[src/rtl/spi_flag_pkg.sv]
package spi_flag_pkg;
  // status read bit positions
  localparam int unsigned TXE_BIT  = 7;
  localparam int unsigned OVF_BIT  = 6;
  localparam int unsigned MODF_BIT = 4;
  localparam int unsigned STS_MIN_W = 8;

  typedef struct packed {
    logic txe;
    logic ovf;
    logic modf;
  } spi_flags_t;
endpackage

[src/rtl/spi_sticky_flag.sv]
module spi_sticky_flag (
  input  logic clk_i,
  input  logic rst_ni,
  input  logic set_i,
  input  logic sts_rd_i,
  input  logic finish_i,
  output logic flag_o,
  output logic armed_o
);
  logic flag_q, arm_q;

  always_ff @(posedge clk_i or negedge rst_ni) begin
    if (!rst_ni) begin
      flag_q <= 1'b0;
      arm_q  <= 1'b0;
    end else if (set_i) begin
      flag_q <= 1'b1;
      arm_q  <= 1'b0;           // a new event restarts the sequence
    end else if (arm_q && finish_i) begin
      flag_q <= 1'b0;
      arm_q  <= 1'b0;
    end else if (sts_rd_i && flag_q) begin
      arm_q  <= 1'b1;
    end
  end

  assign flag_o  = flag_q;
  assign armed_o = arm_q;

  // a set flag without an armed sequence stays set
  p_sticky_r3: assert property (@(posedge clk_i) disable iff (!rst_ni)
    (flag_o && !armed_o) |=> flag_o);

  p_rearm_cancel_r4: assert property (@(posedge clk_i) disable iff (!rst_ni)
    set_i |=> (flag_o && !armed_o));
  p_arm_needs_flag_r3: assert property (@(posedge clk_i) disable iff (!rst_ni)
    armed_o |-> flag_o);
endmodule

[src/rtl/spi_rx_reg.sv]
module spi_rx_reg #(
  parameter int unsigned DATA_W = 8
) (
  input  logic              clk_i,
  input  logic              rst_ni,
  input  logic              rx_done_i,
  input  logic [DATA_W-1:0] rx_byte_i,
  input  logic              dat_rd_i,
  output logic [DATA_W-1:0] rx_data_o,
  output logic              overrun_o
);
  logic [DATA_W-1:0] data_q;
  logic              full_q;
  logic              accept;

  assign accept    = rx_done_i && (!full_q || dat_rd_i);
  assign overrun_o = rx_done_i && full_q && !dat_rd_i;

  always_ff @(posedge clk_i or negedge rst_ni) begin
    if (!rst_ni) begin
      data_q <= '0;
      full_q <= 1'b0;
    end else if (accept) begin
      data_q <= rx_byte_i;
      full_q <= 1'b1;
    end else if (dat_rd_i) begin
      full_q <= 1'b0;
    end
  end

  assign rx_data_o = data_q;

  // older byte survives an overrun
  p_keep_old_r2: assert property (@(posedge clk_i) disable iff (!rst_ni)
    overrun_o |=> $stable(rx_data_o));
endmodule

[src/rtl/spi_tx_buf.sv]
module spi_tx_buf #(
  parameter int unsigned DATA_W = 8
) (
  input  logic              clk_i,
  input  logic              rst_ni,
  input  logic              wr_i,
  input  logic [DATA_W-1:0] wr_data_i,
  input  logic              busy_i,
  output logic              load_o,
  output logic [DATA_W-1:0] shift_data_o,
  output logic              empty_o
);
  logic [DATA_W-1:0] data_q;
  logic              empty_q;

  assign load_o = !empty_q && !busy_i;

  always_ff @(posedge clk_i or negedge rst_ni) begin
    if (!rst_ni) begin
      data_q  <= '0;
      empty_q <= 1'b1;
    end else if (load_o) begin
      empty_q <= 1'b1;
    end else if (wr_i && empty_q) begin
      data_q  <= wr_data_i;
      empty_q <= 1'b0;
    end
  end

  assign shift_data_o = data_q;
  assign empty_o      = empty_q;

  p_load_empties_r9: assert property (@(posedge clk_i) disable iff (!rst_ni)
    load_o |=> empty_o);
  p_busy_waits_r9: assert property (@(posedge clk_i) disable iff (!rst_ni)
    (!empty_o && busy_i) |=> !empty_o);
  p_full_wr_ignored_r10: assert property (@(posedge clk_i) disable iff (!rst_ni)
    (wr_i && !empty_o && busy_i) |=> $stable(shift_data_o));
endmodule

[src/rtl/spi_fault_det.sv]
module spi_fault_det (
  input  logic clk_i,
  input  logic rst_ni,
  input  logic spi_en_i,
  input  logic master_i,
  input  logic fault_en_i,
  input  logic ss_i,
  input  logic busy_i,
  output logic fault_o,
  output logic gpio_o
);
  logic ss_q;
  logic ss_rise;
  logic armed_det;

  always_ff @(posedge clk_i or negedge rst_ni) begin
    if (!rst_ni) ss_q <= 1'b1;
    else         ss_q <= ss_i;
  end

  assign ss_rise   = ss_i && !ss_q;
  assign armed_det = spi_en_i && fault_en_i;
  assign fault_o   = armed_det && (master_i ? !ss_i : (busy_i && ss_rise));
  assign gpio_o    = spi_en_i && master_i && !fault_en_i;
endmodule

[src/rtl/spi_flag_ctrl.sv]
module spi_flag_ctrl
  import spi_flag_pkg::*;
#(
  parameter int unsigned DATA_W = 8
) (
  input  logic              clk_i,
  input  logic              rst_ni,
  input  logic              spi_en_i,
  input  logic              master_i,
  input  logic              fault_en_i,
  input  logic              tx_irq_en_i,
  input  logic              ss_i,
  input  logic              busy_i,
  input  logic              rx_done_i,
  input  logic [DATA_W-1:0] rx_byte_i,
  input  logic              sts_rd_i,
  input  logic              dat_rd_i,
  input  logic              dat_wr_i,
  input  logic [DATA_W-1:0] wr_data_i,
  output logic [DATA_W-1:0] rd_data_o,
  output logic              shift_load_o,
  output logic [DATA_W-1:0] shift_data_o,
  output logic              ovf_o,
  output logic              modf_o,
  output logic              tx_empty_o,
  output logic              tx_irq_o,
  output logic              ss_gpio_o
);
  localparam int unsigned NFLAG = 2;  // sticky error flags
  localparam int unsigned F_OVF = 0;
  localparam int unsigned F_MDF = 1;

  logic [DATA_W-1:0] rx_data;
  logic [DATA_W-1:0] status;
  logic              overrun, fault_evt;
  logic [NFLAG-1:0]  flag_set, flag_fin, flag_q, flag_arm;
  spi_flags_t        flags;

  spi_rx_reg #(.DATA_W(DATA_W)) u_rx (
    .clk_i, .rst_ni,
    .rx_done_i, .rx_byte_i,
    .dat_rd_i,
    .rx_data_o (rx_data),
    .overrun_o (overrun)
  );

  spi_tx_buf #(.DATA_W(DATA_W)) u_tx (
    .clk_i, .rst_ni,
    .wr_i         (dat_wr_i),
    .wr_data_i,
    .busy_i,
    .load_o       (shift_load_o),
    .shift_data_o,
    .empty_o      (tx_empty_o)
  );

  spi_fault_det u_fault (
    .clk_i, .rst_ni,
    .spi_en_i, .master_i, .fault_en_i,
    .ss_i, .busy_i,
    .fault_o (fault_evt),
    .gpio_o  (ss_gpio_o)
  );

  assign flag_set[F_OVF] = overrun;
  assign flag_fin[F_OVF] = dat_rd_i;
  assign flag_set[F_MDF] = fault_evt;
  assign flag_fin[F_MDF] = dat_wr_i;

  for (genvar g = 0; g < NFLAG; g++) begin : g_flag
    spi_sticky_flag u_flag (
      .clk_i, .rst_ni,
      .set_i    (flag_set[g]),
      .sts_rd_i,
      .finish_i (flag_fin[g]),
      .flag_o   (flag_q[g]),
      .armed_o  (flag_arm[g])
    );
  end

  assign flags = '{txe: tx_empty_o, ovf: flag_q[F_OVF], modf: flag_q[F_MDF]};

  always_comb begin
    status           = '0;
    status[TXE_BIT]  = flags.txe;
    status[OVF_BIT]  = flags.ovf;
    status[MODF_BIT] = flags.modf;
  end

  assign rd_data_o = sts_rd_i ? status : rx_data;
  assign ovf_o     = flags.ovf;
  assign modf_o    = flags.modf;
  assign tx_irq_o  = flags.txe && tx_irq_en_i;

  initial begin
    if (DATA_W < STS_MIN_W) $error("DATA_W too small for status layout");
  end

  // disabled detection cannot raise mode-fault
  p_no_fault_dis_r7: assert property (@(posedge clk_i) disable iff (!rst_ni)
    (!fault_en_i && !modf_o) |=> !modf_o);

  p_master_low_r6: assert property (@(posedge clk_i) disable iff (!rst_ni)
    (spi_en_i && master_i && fault_en_i && !ss_i) |=> modf_o);

  p_gpio_slave_r12: assert property (@(posedge clk_i) disable iff (!rst_ni)
    !master_i |-> !ss_gpio_o);
  // only the three flag bits may be set in a status read
  p_sts_layout_r13: assert property (@(posedge clk_i) disable iff (!rst_ni)
    sts_rd_i |-> ($countones(rd_data_o) <= 3 && rd_data_o[5] == 1'b0));

  p_irq_needs_empty_r11: assert property (@(posedge clk_i) disable iff (!rst_ni)
    tx_irq_o |-> tx_empty_o);

  p_load_not_empty_r1: assert property (@(posedge clk_i) disable iff (!rst_ni)
    shift_load_o |-> !tx_empty_o);
endmodule

[config.mk]
export PLATFORM = sky130hd
export DESIGN_NAME = spi_flag_ctrl
export DESIGN_NICKNAME = d
export VERILOG_FILES = /design/src/rtl/spi_flag_pkg.sv /design/src/rtl/spi_sticky_flag.sv /design/src/rtl/spi_rx_reg.sv /design/src/rtl/spi_tx_buf.sv /design/src/rtl/spi_fault_det.sv /design/src/rtl/spi_flag_ctrl.sv
export SDC_FILE = /design/constraint.sdc
export NUM_CORES = 1
export LEC_CHECK = 0
export BUFFER_PORTS_ARGS = -buffer_cell sky130_fd_sc_hd__buf_2
export CORE_UTILIZATION = 48
export DETAILED_ROUTE_END_ITERATION = 8
export PLACE_DENSITY = 0.83
export SYNTH_ARGS = -nofsm -noshare
export SYNTH_HDL_FRONTEND = slang
export SYNTH_SLANG_ARGS = --single-unit
export TNS_END_PERCENT = 20
[constraint.sdc]
create_clock -name clk_i -period 2.9 [get_ports clk_i]
set_input_delay 0.58 -clock clk_i [delete_from_list [all_inputs] [get_ports clk_i]]
set_output_delay 0.58 -clock clk_i [all_outputs]
set_load 0.02 [all_outputs]
# == Word level (Yosys, flattened, before mapping) ==
# Cells that the tools add are included.
# totals
ff_bits,23
in_bits,28
out_inout_bits,22
wordCells,57
# op_classes
n_mux,16
bitwise,1
reduce_logical,31
# ops
operator,n
logical AND 1 bit,16
two-way mux 1 bit,15
two-way mux 8 bit,1
nonzero test 2 bit,4
zero test 1 bit,7
nonzero test 3 bit,2
AND reduction 2 bit,1
logical OR 1 bit,1
NOT 1 bit,1

# == Logic depth before layout (Yosys ltp) ==
# logic_depth
word_depth,6
mapped_depth,4
ltp_nobuf,3

# == Modules after synthesis ==
# A second synthesis with hierarchy kept.
# unflattened
cells_unflattened,72
hier_area_um2,1027.2
# by_module_without_submodules
mod,n_inst,cells_each,area_each_um2,seq_area_each_um2
spi_rx_reg,1,22,381.6,225.2
spi_tx_buf,1,20,341.6,226.5
spi_sticky_flag,2,7,80.1,50.0
spi_flag_ctrl,1,9,83.8,0.0
spi_fault_det,1,7,60.1,26.3

# == Worst setup path after synthesis ==
# Ideal clock, no wire load.
# synth_timing
path_type,in2out
start,input port sts_rd_i
end,output port rd_data_o[4]
arrival_ps,1225
required_ps,2320
path_slack_ps,1095
path_stages,2
n_path_buf,1
path_cell_list,buf_4 o21ai_0
# synth_between
elab_chain_len,1
# synth_lines
element,line,text
start: declaration,spi_flag_ctrl.sv:16,"input logic sts_rd_i,"
two-way mux 8 bit,spi_flag_ctrl.sv:90,assign rd_data_o = sts_rd_i ? status : rx_data;
end: declaration,spi_flag_ctrl.sv:20,"output logic [DATA_W-1:0] rd_data_o,"
# No other way between the ends.

# == Final worst setup path ==
# layout_timing
start,input port sts_rd_i
end,output port rd_data_o[7]
# Same word-level chain as after synthesis.

==> key figures <==
Global routing
  – Initial antenna violation count: 0
  – Total congestion overflow: 0
  – Vias in the first global route: 625
  – First-pass GRT wire length: 2560 um
  – Largest net degree at the start of global routing: 24
  – Gr usage total: 16.7%

Floorplanning
  – IO Pins: 50
  – Die Ht: 48.2 um
  – Initial core utilization: approximately half
  – FP Rows: 16
  – Die Span X: 48.2 um
  – DIE AREA: between 2000 and 2500 sq um
  – Core Box Area: 1980 sq um

Cells and area
  – Nets: 155
  – Finished Cell Area: 1320 sq um
  – Area delta synth->final: 29.1%
  – Share of layout cells above drive strength 1: 60.3%
  – Inserted Diodes: 0

Power and ir drop
  – Comb pwr share: about a third
  – PnR Total Power: 0.000841 W
  – Clk pwr share: between 15 and 20%
  – PwrDens: 636 nW/um^2
  – Net Sw Frac: 32.2%
  – Sequential share of power: about half
  – Sw power: around 0.00027 W
  – Worst VDD drop: 0.000362 V
  – Leakage: 0.688 nW
  – Internal power: 0.000571 W

Clocking
  – TritonCTS clock tree: done
  – H-tree depth: 1
  – Clock transition at the registers of the reported paths: approximately 110 ps
  – Number of buffers created by CTS: 3
  – Setup bufs post-CTS: 0
  – Clk buf depth: 2
  – Clk sinks: 23
  – Clock root cell: clkbuf_4
  – CTS resizes: 0
  – Post-CTS Hold Buffers: 0
  – Worst-Skew Late Latency: 290 ps

Critical path
  – Startpoint Class: primary input
  – CP Max Fanout: 10
  – Critical Path End Type: output pin
  – R2R cell count: 2
  – Reg2Reg Capture Point: u_tx.shift_data_o[1]
  – Critical Path RT: around 2300 ps
  – Origin of the critical flop-to-flop path: u_tx.empty_o
  – Reg2Reg Setup Slack: 1750 ps
  – CP Class: in -> out
  – Worst Path Arrival: 1270 ps

STA
  – Fmax: 539 MHz
  – Final Skew: 1.29 ps
  – Final slew viol count: 0
  – Slew headroom: about two thirds
  – Final Setup Violations: 0
  – Final TNS setup: 0 ps
  – Unrepaired setup endpoints after global routing: false
  – Fin crit period: 1850 ps
  – Fin crit share: 63.9%
  – Fin. Hold Viols: 0
  – Setup ws final: 1050 ps
  – Actual slew at the worst max-slew pin: 480 ps

Synthesis
  – Yosys reg bits: 23
  – Largest cells by area after synthesis: dfrtp_1, mux2_2, mux2_4
  – Primary FF master, synth: dfrtp_1
  – YS warnings: 0
  – Syn Nets: between 100 and 150
  – Biggest area consumer among synthesized cells: dfrtp_1
  – Yosys cell types: 22
  – Post-Syn Area: between 1000 and 1500 sq um
  – Top post-synthesis cells by count: dfrtp_1, mux2_2, mux2_4
  – Async set-reset flop share out of synthesis: between 90% and 100%
  – Cell with the most instances after synthesis: dfrtp_1
  – Avg Cell Area, Syn: 13.8 sq um
  – Seq/Total Area, Yosys: 56.4%
  – Post-synth top area share: 51.3%
  – Post-synth EDFFs: 0
  – Cells after synthesis: 74

Placement
  – Final RePlAce weighted congestion: 0.664
  – Placed Instance Area: about 1300 sq um
  – Port bufs: 49
  – Pre-CTS setup slack: slightly above 1000 ps
  – DPL Wire Length: about 1400 um

Worst hold path
  – Worst Hold Class: in -> async

Routing
  – Initial DRT Pass Iterations: 4
  – Final wirelength: approximately 1700 um
  – WL/cell: 11.4 um
  – DR iter-0 viols: 13
  – Via count: 739
  – Vias per std cell: 4.83
  – ANT nets after route: 0
  – DRC: 0

Status
  – Status: finished clean

Job
  – Max Cap Violations: 0
==> critical path: stages <==
cell and delay (ps):
buf_2 180, mux2_2 350, buf_2 160
==> power groups by stage <==
stage	Clock (W)	Combinational, W	Sequential [W]
finish	0.000136	0.000274	0.000431
global route	0.000157	0.000304	0.000443
CTS	0.000141	0.000279	0.000432
detailed placement	0	0.000280	0.000437
global placement	0	0.000272	0.000433
floorplan	0	0.000139	0.000475
==> cell type report <==
type | instances | area (sq um)
clock buffer | 4 | 26.3
fill | 170 | 659
inverter | 2 | 7.51
multi-input combinational | 48 | 432
sequential | 23 | 578
tap | 27 | 33.8
timing repair buffer | 49 | 245
==> metrics by stage <==
stage	hold slack (ps)	instances	util, %
floorplan	284	74	-
global placement	468	149	65.4
detailed placement	487	149	65.4
CTS	241	153	66.7
global route	247	153	66.7
finish	230	153	66.7
==> routing by layer <==
layer,part of all wire (%),wire [um],vias up,global-route usage [%]
li1,-,-,357,-
met1,44,769,350,21.5
met2,50,866,30,27.7
met3,5.6,98,2,3.33
met4,0.69,12,0,6.67
met5,0,0,-,0
==> worst max-delay path by stage <==
| stage | to | startpoint | slack, ps | cells after the start |
|---|---|---|---|---|
| 2_1_floorplan | rd_data_o[4] | sts_rd_i | 1100 | 2 |
| 3_3_place_gp | rd_data_o[7] | sts_rd_i | 1040 | 3 |
| 3_5_place_dp | rd_data_o[6] | sts_rd_i | 1040 | 3 |
| 4_1_cts | rd_data_o[7] | sts_rd_i | 1040 | 3 |
| 5_1_grt | rd_data_o[7] | sts_rd_i | 1000 | 3 |
| 6_report | rd_data_o[7] | sts_rd_i | 1050 | 3 |
==> state kept, by name (all words and copies together) (netlist names) <==
| register | flops |
|---|---|
| u_rx.rx_data_o | 8 |
| u_tx.shift_data_o | 8 |
| g_flag.u_flag.armed_o | 2 |
| g_flag.u_flag.flag_o | 2 |
| u_fault.ss_q | 1 |
| u_rx.full_q | 1 |
| u_tx.empty_o | 1 |
==> kinds of logic (layout without fill, tap and decap cells) <==
kind of cell	count (synthesis)	in the layout	share of synthesized area [%]
buffers and inverters	3	55	1.47
AOI/OAI and AO/OA	7	7	4.03
and+or+nand+nor	21	21	13.3
DFF	23	23	56.4
muxes	20	20	24.8
==> cells in the final DEF (no fill, tap or decap) <==
master,n
nand2_8,1
dfrtp_1,21
o21ai_0,1
nand2b_1,1
a21o_1,1
mux2_4,8
nor2b_1,5
nand4bb_1,1
clkbuf_1,1
inv_1,2
mux2_2,11
nand2_1,5
buf_2,49
and2_1,1
a211oi_1,1
nand2_2,1
or2b_1,1
clkbuf_4,3
nor2_1,4
a21oi_1,3
nand2b_4,1
dfstp_2,2
mux2i_1,1
o22ai_1,1
No activity file was read; power rests on OpenSTA's default activity.
